==> config.mk <==
export PLATFORM = sky130hd
export DESIGN_NAME = comma_framer
export DESIGN_NICKNAME = d
export VERILOG_FILES = /design/src/rtl/cfr_pkg.sv /design/src/rtl/cfr_shifter.sv /design/src/rtl/cfr_comma_det.sv /design/src/rtl/cfr_align_ctrl.sv /design/src/rtl/comma_framer.sv
export SDC_FILE = /design/constraint.sdc
export NUM_CORES = 1
export LEC_CHECK = 0
export ABC_AREA = 1
export BUFFER_PORTS_ARGS = -buffer_cell sky130_fd_sc_hd__buf_2
export CORE_MARGIN = 4
export CORE_UTILIZATION = 52
export DETAILED_ROUTE_END_ITERATION = 7
export PLACE_DENSITY = 0.76
export SYNTH_ARGS = -nofsm -noshare
export SYNTH_HDL_FRONTEND = slang
export SYNTH_SLANG_ARGS = --single-unit
==> constraint.sdc <==
create_clock -name clk -period 1.75 [get_ports clk]
set_clock_uncertainty 0.1 [all_clocks]
set_input_delay 0.175 -clock clk [delete_from_list [all_inputs] [get_ports clk]]
set_output_delay 0.175 -clock clk [all_outputs]
set_load 0.02 [all_outputs]
==> src/rtl/cfr_pkg.sv <==
// Package: shared constants and helpers for the comma framer.
// Assumes a 7-bit comma taken from the first seven bits of a character.
package cfr_pkg;
    localparam int CHAR_BITS  = 10;
    localparam int COMMA_BITS = 7;
    localparam logic [COMMA_BITS-1:0] COMMA_MINUS = 7'b0011111;

    // True when the given 7-bit slice is a comma of either polarity.
    function automatic logic comma_match(input logic [COMMA_BITS-1:0] s);
        return (s == COMMA_MINUS) || (s == ~COMMA_MINUS);
    endfunction
endpackage

==> src/rtl/cfr_shifter.sv <==
// Module: serial input shift register.
// Keeps the last CHAR_W-1 bits and presents the CHAR_W-bit window that
// includes the bit arriving this cycle. The oldest bit is at the top.
// Assumes one valid bit on every clock.
module cfr_shifter #(
    parameter int CHAR_W = cfr_pkg::CHAR_BITS
) (
    input  logic              clk,
    input  logic              rst_n,
    input  logic              rx_bit,
    output logic [CHAR_W-1:0] window_nxt
);
    logic [CHAR_W-2:0] hist_q;

    // Window formed from history plus the incoming bit.
    always_comb window_nxt = {hist_q, rx_bit};

    // Shift the new bit in; reset clears the history.
    always_ff @(posedge clk) begin
        if (!rst_n) hist_q <= '0;
        else        hist_q <= window_nxt[CHAR_W-2:0];
    end
endmodule

==> src/rtl/cfr_comma_det.sv <==
// Module: comma detector.
// Compares the first COMMA_W bits of the window against both comma
// polarities. Purely combinational; assumes oldest bit at the MSB.
module cfr_comma_det #(
    parameter int CHAR_W  = cfr_pkg::CHAR_BITS,
    parameter int COMMA_W = cfr_pkg::COMMA_BITS
) (
    input  logic [CHAR_W-1:0] window,
    output logic              comma_hit
);
    localparam logic [COMMA_W-1:0] NEG_PAT = cfr_pkg::COMMA_MINUS;

    logic [COMMA_W-1:0] head;
    logic [1:0]         pol_hit;

    // Leading slice of the candidate character.
    always_comb head = window[CHAR_W-1 -: COMMA_W];

    // One comparator per running-disparity polarity.
    for (genvar p = 0; p < 2; p++) begin : g_pol
        assign pol_hit[p] = (head == ((p == 0) ? NEG_PAT : ~NEG_PAT));
    end

    // Either polarity counts as a comma.
    always_comb comma_hit = |pol_hit;
endmodule

==> src/rtl/cfr_align_ctrl.sv <==
// Module: alignment control.
// Counts bits within a character, emits a character at each boundary,
// and moves the boundary when an enabled comma appears off-phase.
// Assumes window and comma_hit describe the bit arriving this cycle.
module cfr_align_ctrl #(
    parameter int CHAR_W = cfr_pkg::CHAR_BITS
) (
    input  logic              clk,
    input  logic              rst_n,
    input  logic [CHAR_W-1:0] window,
    input  logic              comma_hit,
    input  logic              reframe_en,
    output logic [CHAR_W-1:0] char_out,
    output logic              char_strobe,
    output logic              ready
);
    localparam int CNT_W = $clog2(CHAR_W);
    localparam logic [CNT_W-1:0] LAST = CNT_W'(CHAR_W - 1);

    logic [CNT_W-1:0] bit_cnt;
    logic             locked;
    logic             wrap, realign, emit;

    // Boundary decisions for the bit arriving this cycle.
    always_comb begin
        wrap    = locked && (bit_cnt == LAST);
        realign = reframe_en && comma_hit && !wrap;
        emit    = wrap || realign;
    end

    // Phase counter and lock flag.
    always_ff @(posedge clk) begin
        if (!rst_n) begin
            bit_cnt <= '0;
            locked  <= 1'b0;
        end else begin
            bit_cnt <= emit ? '0 : bit_cnt + 1'b1;
            locked  <= locked | realign;
        end
    end

    // Character output, strobe and ready indication.
    always_ff @(posedge clk) begin
        if (!rst_n) begin
            char_out    <= '0;
            char_strobe <= 1'b0;
            ready       <= 1'b1;
        end else begin
            char_strobe <= emit;
            if (emit) char_out <= window;
            if (realign)   ready <= 1'b0;
            else if (wrap) ready <= 1'b1;
        end
    end


    strobe_gap_chk: assert property (@(posedge clk) disable iff (!rst_n)
        char_strobe |=> !char_strobe);

    unlocked_quiet_chk: assert property (@(posedge clk) disable iff (!rst_n)
        char_strobe |-> locked);

    ready_fall_chk: assert property (@(posedge clk) disable iff (!rst_n)
        $fell(ready) |-> char_strobe);
endmodule

==> src/rtl/comma_framer.sv <==
// Module: comma-aligned 10-bit character framer (top).
// Collects a serial stream into characters and aligns on commas while
// reframing is enabled. Assumes one bit per clock and a synchronous reset.
module comma_framer #(
    parameter int CHAR_W  = cfr_pkg::CHAR_BITS,
    parameter int COMMA_W = cfr_pkg::COMMA_BITS
) (
    input  logic              clk,
    input  logic              rst_n,
    input  logic              rx_bit,
    input  logic              reframe_en,
    output logic [CHAR_W-1:0] char_out,
    output logic              char_strobe,
    output logic              ready
);
    logic [CHAR_W-1:0] window_nxt;
    logic              comma_hit;

    cfr_shifter #(.CHAR_W(CHAR_W)) shift_i (
        .clk(clk), .rst_n(rst_n), .rx_bit(rx_bit), .window_nxt(window_nxt)
    );

    cfr_comma_det #(.CHAR_W(CHAR_W), .COMMA_W(COMMA_W)) det_i (
        .window(window_nxt), .comma_hit(comma_hit)
    );

    cfr_align_ctrl #(.CHAR_W(CHAR_W)) ctrl_i (
        .clk(clk), .rst_n(rst_n), .window(window_nxt), .comma_hit(comma_hit),
        .reframe_en(reframe_en), .char_out(char_out),
        .char_strobe(char_strobe), .ready(ready)
    );


    comma_on_fall_chk: assert property (@(posedge clk) disable iff (!rst_n)
        $fell(ready) |-> cfr_pkg::comma_match(char_out[CHAR_W-1 -: COMMA_W]));

    reframe_gate_chk: assert property (@(posedge clk) disable iff (!rst_n)
        $fell(ready) |-> $past(reframe_en));
endmodule

==> results of run 1 <==
[sequential cells by signal, summed over array words and instances, names as in the netlist]
signal and cells:
shift_i.hist_q 9, ctrl_i.char_strobe 1, ctrl_i.ready 1, ctrl_i.bit_cnt 4
ctrl_i.locked 1, ctrl_i.char_out 10
[synth_stat cells]
| library cell | n | area [um2] |
|---|---|---|
| inv_1 | 18 | 67.6 |
| nand2_4 | 2 | 22.5 |
| xnor2_1 | 1 | 8.76 |
| nor2_1 | 8 | 30.0 |
| clkbuf_1 | 2 | 7.51 |
| nand2_1 | 30 | 113 |
| nand3_1 | 21 | 105 |
| buf_6 | 1 | 11.3 |
| ha_1 | 2 | 25.0 |
| a21oi_2 | 2 | 17.5 |
| dfxtp_1 | 26 | 521 |
| and2_4 | 1 | 8.76 |
| buf_4 | 1 | 7.51 |
| nand2_2 | 1 | 6.26 |
| nand4_2 | 1 | 12.5 |
| xor2_1 | 1 | 8.76 |
[report_power, final]
part	internal, mW	switching [mW]
Sequential	0.601	0.00788
Combinational	0.0136	0.0222
Clock	0.127	0.166
Total	0.742	0.196
[critical path: cells and delay by family, from the launching register on]
| family | cells | cell delay, ns |
|---|---|---|
| AND/OR/NAND/NOR | 4 | 0.62 |
| flip-flops | 1 | 0.38 |
| buffers and inverters | 1 | 0.05 |
| adder cells (fa/ha/maj) | 1 | 0.18 |
[area by class of cell]
class / instances / area (um2)
multi-input combinational: 70 / 358
inverter: 18 / 67.6
tap: 25 / 31.3
timing repair buffer: 16 / 85.1
clock buffer: 4 / 36.3
fill: 171 / 647
sequential: 26 / 520
[per-stage QoR]
stage	hold WS (ns)	power, mW	util, %
2_1_floorplan	0.168	0.648	-
3_3_place_gp	0.275	0.655	60.3
4_1_cts	0.125	0.951	62.9
3_5_place_dp	0.278	0.657	60.3
6_report	0.131	0.938	62.9
5_1_grt	0.144	0.980	62.9
[logic make-up (layout without fill, tap and decap cells)]
group           after synthesis  count (layout)  share of synthesized area, %
compound gates                2               2                          1.80
xor+xnor                      2               2                          1.80
fa+ha+maj                     2               2                          2.57
buf+inv                      22              38                          9.65
flops                        26              26                          53.5
simple gates                 64              64                          30.6
[placed cells by master (no fill, tap or decap)]
| cell type | instances |
|---|---|
| and2_4 | 1 |
| clkbuf_4 | 3 |
| nand4_2 | 1 |
| inv_1 | 18 |
| nand2_4 | 2 |
| nand2_2 | 1 |
| xor2_1 | 1 |
| a21oi_2 | 2 |
| dlygate4sd3_1 | 1 |
| clkbuf_8 | 1 |
| nor2_1 | 8 |
| xnor2_1 | 1 |
| nand3_1 | 21 |
| buf_2 | 15 |
| dfxtp_1 | 26 |
| ha_1 | 2 |
| nand2_1 | 30 |
[timing repair]
action | in CTS | in global routing
hold endpoints to repair | 2 | 0
hold buffers | 1 | 0
gates resized for setup | 0 | 0
[per-layer routing]
metal	routed length, um	global-route usage, %
met1	747	16.3
met3	75	3.79
met2	825	25.5
met4	24	6.55
met5	0	0
[how the worst max path moves through the flow]
stage                      startpoint            endpoint  slack, ns
floorplan           ctrl_i.bit_cnt[0]  ctrl_i.char_out[1]       0.43
global placement    ctrl_i.bit_cnt[0]   ctrl_i.bit_cnt[2]       0.46
detailed placement  ctrl_i.bit_cnt[0]   ctrl_i.bit_cnt[0]       0.39
CTS                 ctrl_i.bit_cnt[1]   ctrl_i.bit_cnt[0]       0.36
global route        ctrl_i.bit_cnt[1]   ctrl_i.bit_cnt[3]       0.26
finish              ctrl_i.bit_cnt[1]   ctrl_i.bit_cnt[0]       0.37
==> results.md, run 1 <==
| Result | This run |
|:---|:---|
| Worst R2R Start | ctrl_i.bit_cnt[1] |
| Unrepaired setup endpoints after global routing | false |
| Share of cells above drive strength 1 | 19.4% |
| Worst stage delay on the critical path | 0.38 ns |
| Largest net degree at the start of global routing | 22 |
| FF-to-FF End | ctrl_i.bit_cnt[0] |
| Initial antenna violation count | 0 |
| Core area | 0.00175 mm2 |
| Buffers on Ports | 15 |
| Vias per std cell | 4.74 |
| Static leakage | 0.616 nW |
| Clock network latency to the later pin of the worst-skew pair | 0.31 ns |
| Worst path arrival time | 1.54 ns |
| Wire length of the first global-routing pass | 2.86 mm |
| Hold violation count in the final report | 0 |
| Via count of the first global-routing pass | 671 |
| Final setup TNS | 0 ns |
| MaxCap Viol Count | 0 |
| Root buffer cell | clkbuf_4 |
| Worst hold path startpoint | rst_n |
| TritonCTS clock tree | built |
| Nets | 141 |
| Non-filler instance count after layout | 159 |
| I/O pin total | 16 |
| Die Y-Extent | 51.2 um |
| Worst-path maximum fanout | 12 |
| Clock-pin slew reported for the worst setup and hold paths after clock tree synthesis | 0.13 ns |
| All-layer global routing usage | 14.5% |
| Post CTS Setup Buffer Count | 0 |
| Total cell area at the placement stage | 0.00105 mm2 |
| Nets in the synthesized netlist | 124 |
| Number of clock sinks seen by CTS | 26 |
| H-tree depth | 1 |
| Achievable Freq | 726 MHz |
| Setup slack of the most critical reg-to-reg path | 0.37 ns |
| Worst slack, placed | 0.386 ns |
| Power density relative to cell area | 854 mW/mm2 |
| Slew Viols, Final | 0 |
| Worst slew margin relative to its limit | 77.3% |
| Die Outline Area | 0.00263 mm2 |
| DRC | 0 |
| Crit path launch type | register |
| Worst Tran Pin Value | 0.341 ns |
| Starting utilization of the core area | 55.7% |
| Worst setup path class | reg -> reg |
| Final GP Congestion | 0.762 |
| Critical path required time | 1.91 ns |
| Mapped Cells | 118 |
| Number of synthesized register bits | 26 |
| Synth Cell Area | 972 um2 |
| Final-report setup violation count | 0 |
| Num CTS Buffers | 3 |
| Initial DRT Pass Iterations | 4 |
| Mean instance size in the synthesized netlist | 8.24 um2 |
| Std cell rows | 15 |
| Starting DRT DRC Count | 11 |
| Hold Path Stages | 3 |
| Post-DP HPWL | 1.23 mm |
| Final setup margin | 0.372 ns |
| Count of antenna-violating nets left after detailed routing | 0 |
| Width of the chip | 51.2 um |
| Cells along the critical path | inv_1 > ha_1 > nand4_2 > and2_4 > nand2_1 > nor2_1 |
| Area growth from synthesis to layout | 13.0% |
| Type of the tightest min-delay check | in -> reg |
| Post-synthesis sequential area ratio | 53.5% |
| # diodes | 0 |
| Post-layout minimum cycle time | 1.38 ns |
| Buffer levels on the longest clock path | 2 |
| Placed cell count | 154 |
| Critical Path End Type | register |
| Final instance area | 0.00110 mm2 |
| Number of distinct library cells after synthesis | 16 |
| Global route overflow | 0 |
| Vias after detailed routing | 753 |
| Largest voltage drop on the vdd net | 0.000595 V |
| Worst R2R Path Depth | 6 |
| Yosys Warn Count | 0 |
| Portion of the clock cycle consumed by the worst path in the final layout | 78.7% |
| Slowest stage cell on the critical path | dfxtp_1 |
| Status | complete, no violations |
| Total Routed Length | 1.67 mm |
| Per-cell routed wire length | 10.5 um |
| WHS Endpoint | shift_i.hist_q[0] |
Note: power is estimated with default switching activity, not from simulation.
==> inputs of run 2 (changes only) <==
==> constraint.sdc (replaced) <==
create_clock -name clk -period 1.42 [get_ports clk]
set_clock_uncertainty 0.1 [all_clocks]
set_input_delay 0.142 -clock clk [delete_from_list [all_inputs] [get_ports clk]]
set_output_delay 0.142 -clock clk [all_outputs]
set_load 0.02 [all_outputs]
==> results.md, run 2 (synthesis results as in run 1) <==
| Result | This run | Delta |
|:---|:---|:---|
| Type of the tightest min-delay check | in -> reg | unchanged |
| Starting DRT DRC Count | 17 | was 11 |
| Final setup TNS | 0 ns | unchanged |
| Count of antenna-violating nets left after detailed routing | 0 | unchanged |
| Die Y-Extent | 51.2 um | unchanged |
| Width of the chip | 51.2 um | unchanged |
| Combinational cell fraction of total power | 4.7% | was 3.8% |
| Fraction of power consumed by sequential logic | 64.1% | was 65.0% |
| Core utilization of the finished layout | 65.7% | was 62.9% |
| Hold Path Stages | 3 | unchanged |
| I/O pin total | 16 | unchanged |
| Initial DRT Pass Iterations | 4 | unchanged |
| Crit path launch type | register | unchanged |
| Total Routed Length | 1.76 mm | was 1.67 mm |
| Power density relative to cell area | 1020 mW/mm2 | was 854 mW/mm2 |
| Worst Tran Pin Value | 0.189 ns | was 0.341 ns |
| Per-cell routed wire length | 10.8 um | was 10.5 um |
| Final-report setup violation count | 0 | unchanged |
| All-layer global routing usage | 14.9% | was 14.5% |
| Clock network latency to the later pin of the worst-skew pair | 0.32 ns | was 0.31 ns |
| Worst-path maximum fanout | 6 | was 12 |
| Post-DP HPWL | 1.24 mm | was 1.23 mm |
| MaxCap Viol Count | 0 | unchanged |
| Clock-pin slew reported for the worst setup and hold paths after clock tree synthesis | 0.14 ns | was 0.13 ns |
| Final GP Congestion | 0.763 | was 0.762 |
| Critical Path End Type | register | unchanged |
| Vias after detailed routing | 778 | was 753 |
| PnR Total Power | 1.17 mW | was 0.938 mW |
| Worst setup path class | reg -> reg | unchanged |
| Worst R2R Start | ctrl_i.bit_cnt[1] | unchanged |
| Share of cells above drive strength 1 | 26.1% | was 19.4% |
| Non-filler instance count after layout | 163 | was 159 |
| Largest voltage drop on the vdd net | 0.000655 V | was 0.000595 V |
| Total cell area at the placement stage | 0.00106 mm2 | was 0.00105 mm2 |
| Crit-path leading delay family | simple AND/OR/NAND/NOR gates | unchanged |
| WHS Endpoint | ctrl_i.locked | was shift_i.hist_q[0] |
| Switching Fraction | 21.2% | was 20.9% |
| Vias per std cell | 4.77 | was 4.74 |
| Worst path depth | 7 | was 6 |
| Area growth from synthesis to layout | 17.9% | was 13.0% |
| Die Outline Area | 0.00263 mm2 | unchanged |
| Static leakage | 0.613 nW | was 0.616 nW |
| Cells along the critical path | inv_1 > ha_2 > nand4_4 > and2_4 > buf_4 > nand3_1 > nand2_1 | was inv_1 > ha_1 > nand4_2 > and2_4 > nand2_1 > nor2_1 |
| FF-to-FF End | ctrl_i.char_out[9] | was ctrl_i.bit_cnt[0] |
| Buffer levels on the longest clock path | 2 | unchanged |
| Largest register by flop count | ctrl_i.char_out | unchanged |
| Number of clock sinks seen by CTS | 26 | unchanged |
| Number of flip-flops in the largest register | 10 | unchanged |
| Portion of the clock cycle consumed by the worst path in the final layout | 95.1% | was 78.7% |
| Wire length of the first global-routing pass | 2.94 mm | was 2.86 mm |
| TritonCTS clock tree | built | unchanged |
| Nets | 145 | was 141 |
| Status | complete, no violations | unchanged |
| Global route overflow | 0 | unchanged |
| Worst slew margin relative to its limit | 87.4% | was 77.3% |
| Critical path required time | 1.55 ns | was 1.91 ns |
| Num CTS Buffers | 3 | unchanged |
| Worst R2R Path Depth | 7 | was 6 |
| # diodes | 0 | unchanged |
| Final setup margin | 0.0690 ns | was 0.372 ns |
| DRC | 0 | unchanged |
| Registers with the most flip-flops | ctrl_i.char_out x10, shift_i.hist_q x9, ctrl_i.bit_cnt x4 | unchanged |
| Std cell rows | 15 | unchanged |
| Buffers on Ports | 15 | unchanged |
| Via count of the first global-routing pass | 706 | was 671 |
| H-tree depth | 1 | unchanged |
| Hold violation count in the final report | 0 | unchanged |
| Cell Int Power | 0.924 mW | was 0.742 mW |
| Largest net degree at the start of global routing | 21 | was 22 |
| Initial antenna violation count | 0 | unchanged |
| Slowest stage cell on the critical path | dfxtp_2 | was dfxtp_1 |
| Worst hold path startpoint | reframe_en | was rst_n |
| Net load switching power | 0.249 mW | was 0.196 mW |
| Highest-count cells in the layout ignoring fill and taps | nand2_1 (30), nand3_1 (21), dfxtp_1 (21) | was nand2_1 (30), dfxtp_1 (26), nand3_1 (21) |
| Core area | 0.00175 mm2 | unchanged |
| Root buffer cell | clkbuf_4 | unchanged |
| Worst stage delay on the critical path | 0.36 ns | was 0.38 ns |
| Buf+Inv Stages, Crit Path | 2 | was 1 |
| Worst slack, placed | 0.0674 ns | was 0.386 ns |
| Final hold slack | 0.101 ns | was 0.131 ns |
| Final instance area | 0.00115 mm2 | was 0.00110 mm2 |
| Slew Viols, Final | 0 | unchanged |
| Most frequent standard cell in the layout excluding fill and tap cells | nand2_1 | unchanged |
| Setup slack of the most critical reg-to-reg path | 0.07 ns | was 0.37 ns |
| Achievable Freq | 740 MHz | was 726 MHz |
| Placed cell count | 155 | was 154 |
| Post-layout minimum cycle time | 1.35 ns | was 1.38 ns |
| Worst path arrival time | 1.48 ns | was 1.54 ns |
| Starting utilization of the core area | 55.7% | unchanged |
| Part of the power in the clock network | 31.1% | was 31.2% |
| Worst setup path start | ctrl_i.bit_cnt[1] | unchanged |
[run 2: cell count changes in the layout (fill, tap and decap cells not counted), sizes merged]
| cell | previous run | this run |
|---|---|---|
| and2 | 1 | 2 |
| buf | 15 | 18 |
[run 2: cell type report]
class	instances	area [um2]
clock buffers	4	36.3
flip-flops and latches	26	527
inverters	18	67.6
repair buffers	19	108
fillers	165	599
well taps	25	31.3
multi-input cells	71	377
[run 2: worst max-delay path by stage]
stage                               endpoint  slack, ns
after floorplan           ctrl_i.char_out[1]       0.10
after global placement     ctrl_i.bit_cnt[0]       0.13
after detailed placement   ctrl_i.bit_cnt[1]       0.07
after CTS                  ctrl_i.bit_cnt[1]       0.03
after global routing      ctrl_i.char_out[5]     -0.005
final                     ctrl_i.char_out[9]       0.07
[run 2: tightest hold or removal path, stage by stage]
cell and delay (ns):
buf_2 0.12, nand2_4 0.17, a21oi_2 0.07
[run 2: routing by layer]
layer | track usage, % | wire length (um) | vias to the layer above | share of wire, %
met5 | 0 | 0 | - | 0
met1 | 18.6 | 800 | 357 | 45
li1 | - | - | 402 | -
met3 | 3.50 | 65 | 4 | 3.7
met2 | 23.6 | 864 | 15 | 49
met4 | 7.86 | 32 | 0 | 1.8
[run 2: power groups by stage]
stage	clock network (mW)	logic, mW	registers, mW
3_5_place_dp	0	0.0445	0.767
4_1_cts	0.375	0.0472	0.751
6_report	0.365	0.0555	0.752
3_3_place_gp	0	0.0429	0.766
5_1_grt	0.421	0.0636	0.755
2_1_floorplan	0	0.0336	0.765
[run 2: what timing repair did]
action | 4_1_cts | 5_1_grt
buffers inserted | 0 | 2
hold buffers | 1 | 0
gates resized for setup | 0 | 7
setup endpoints to repair | 0 | 12
hold endpoints to repair | 2 | 0
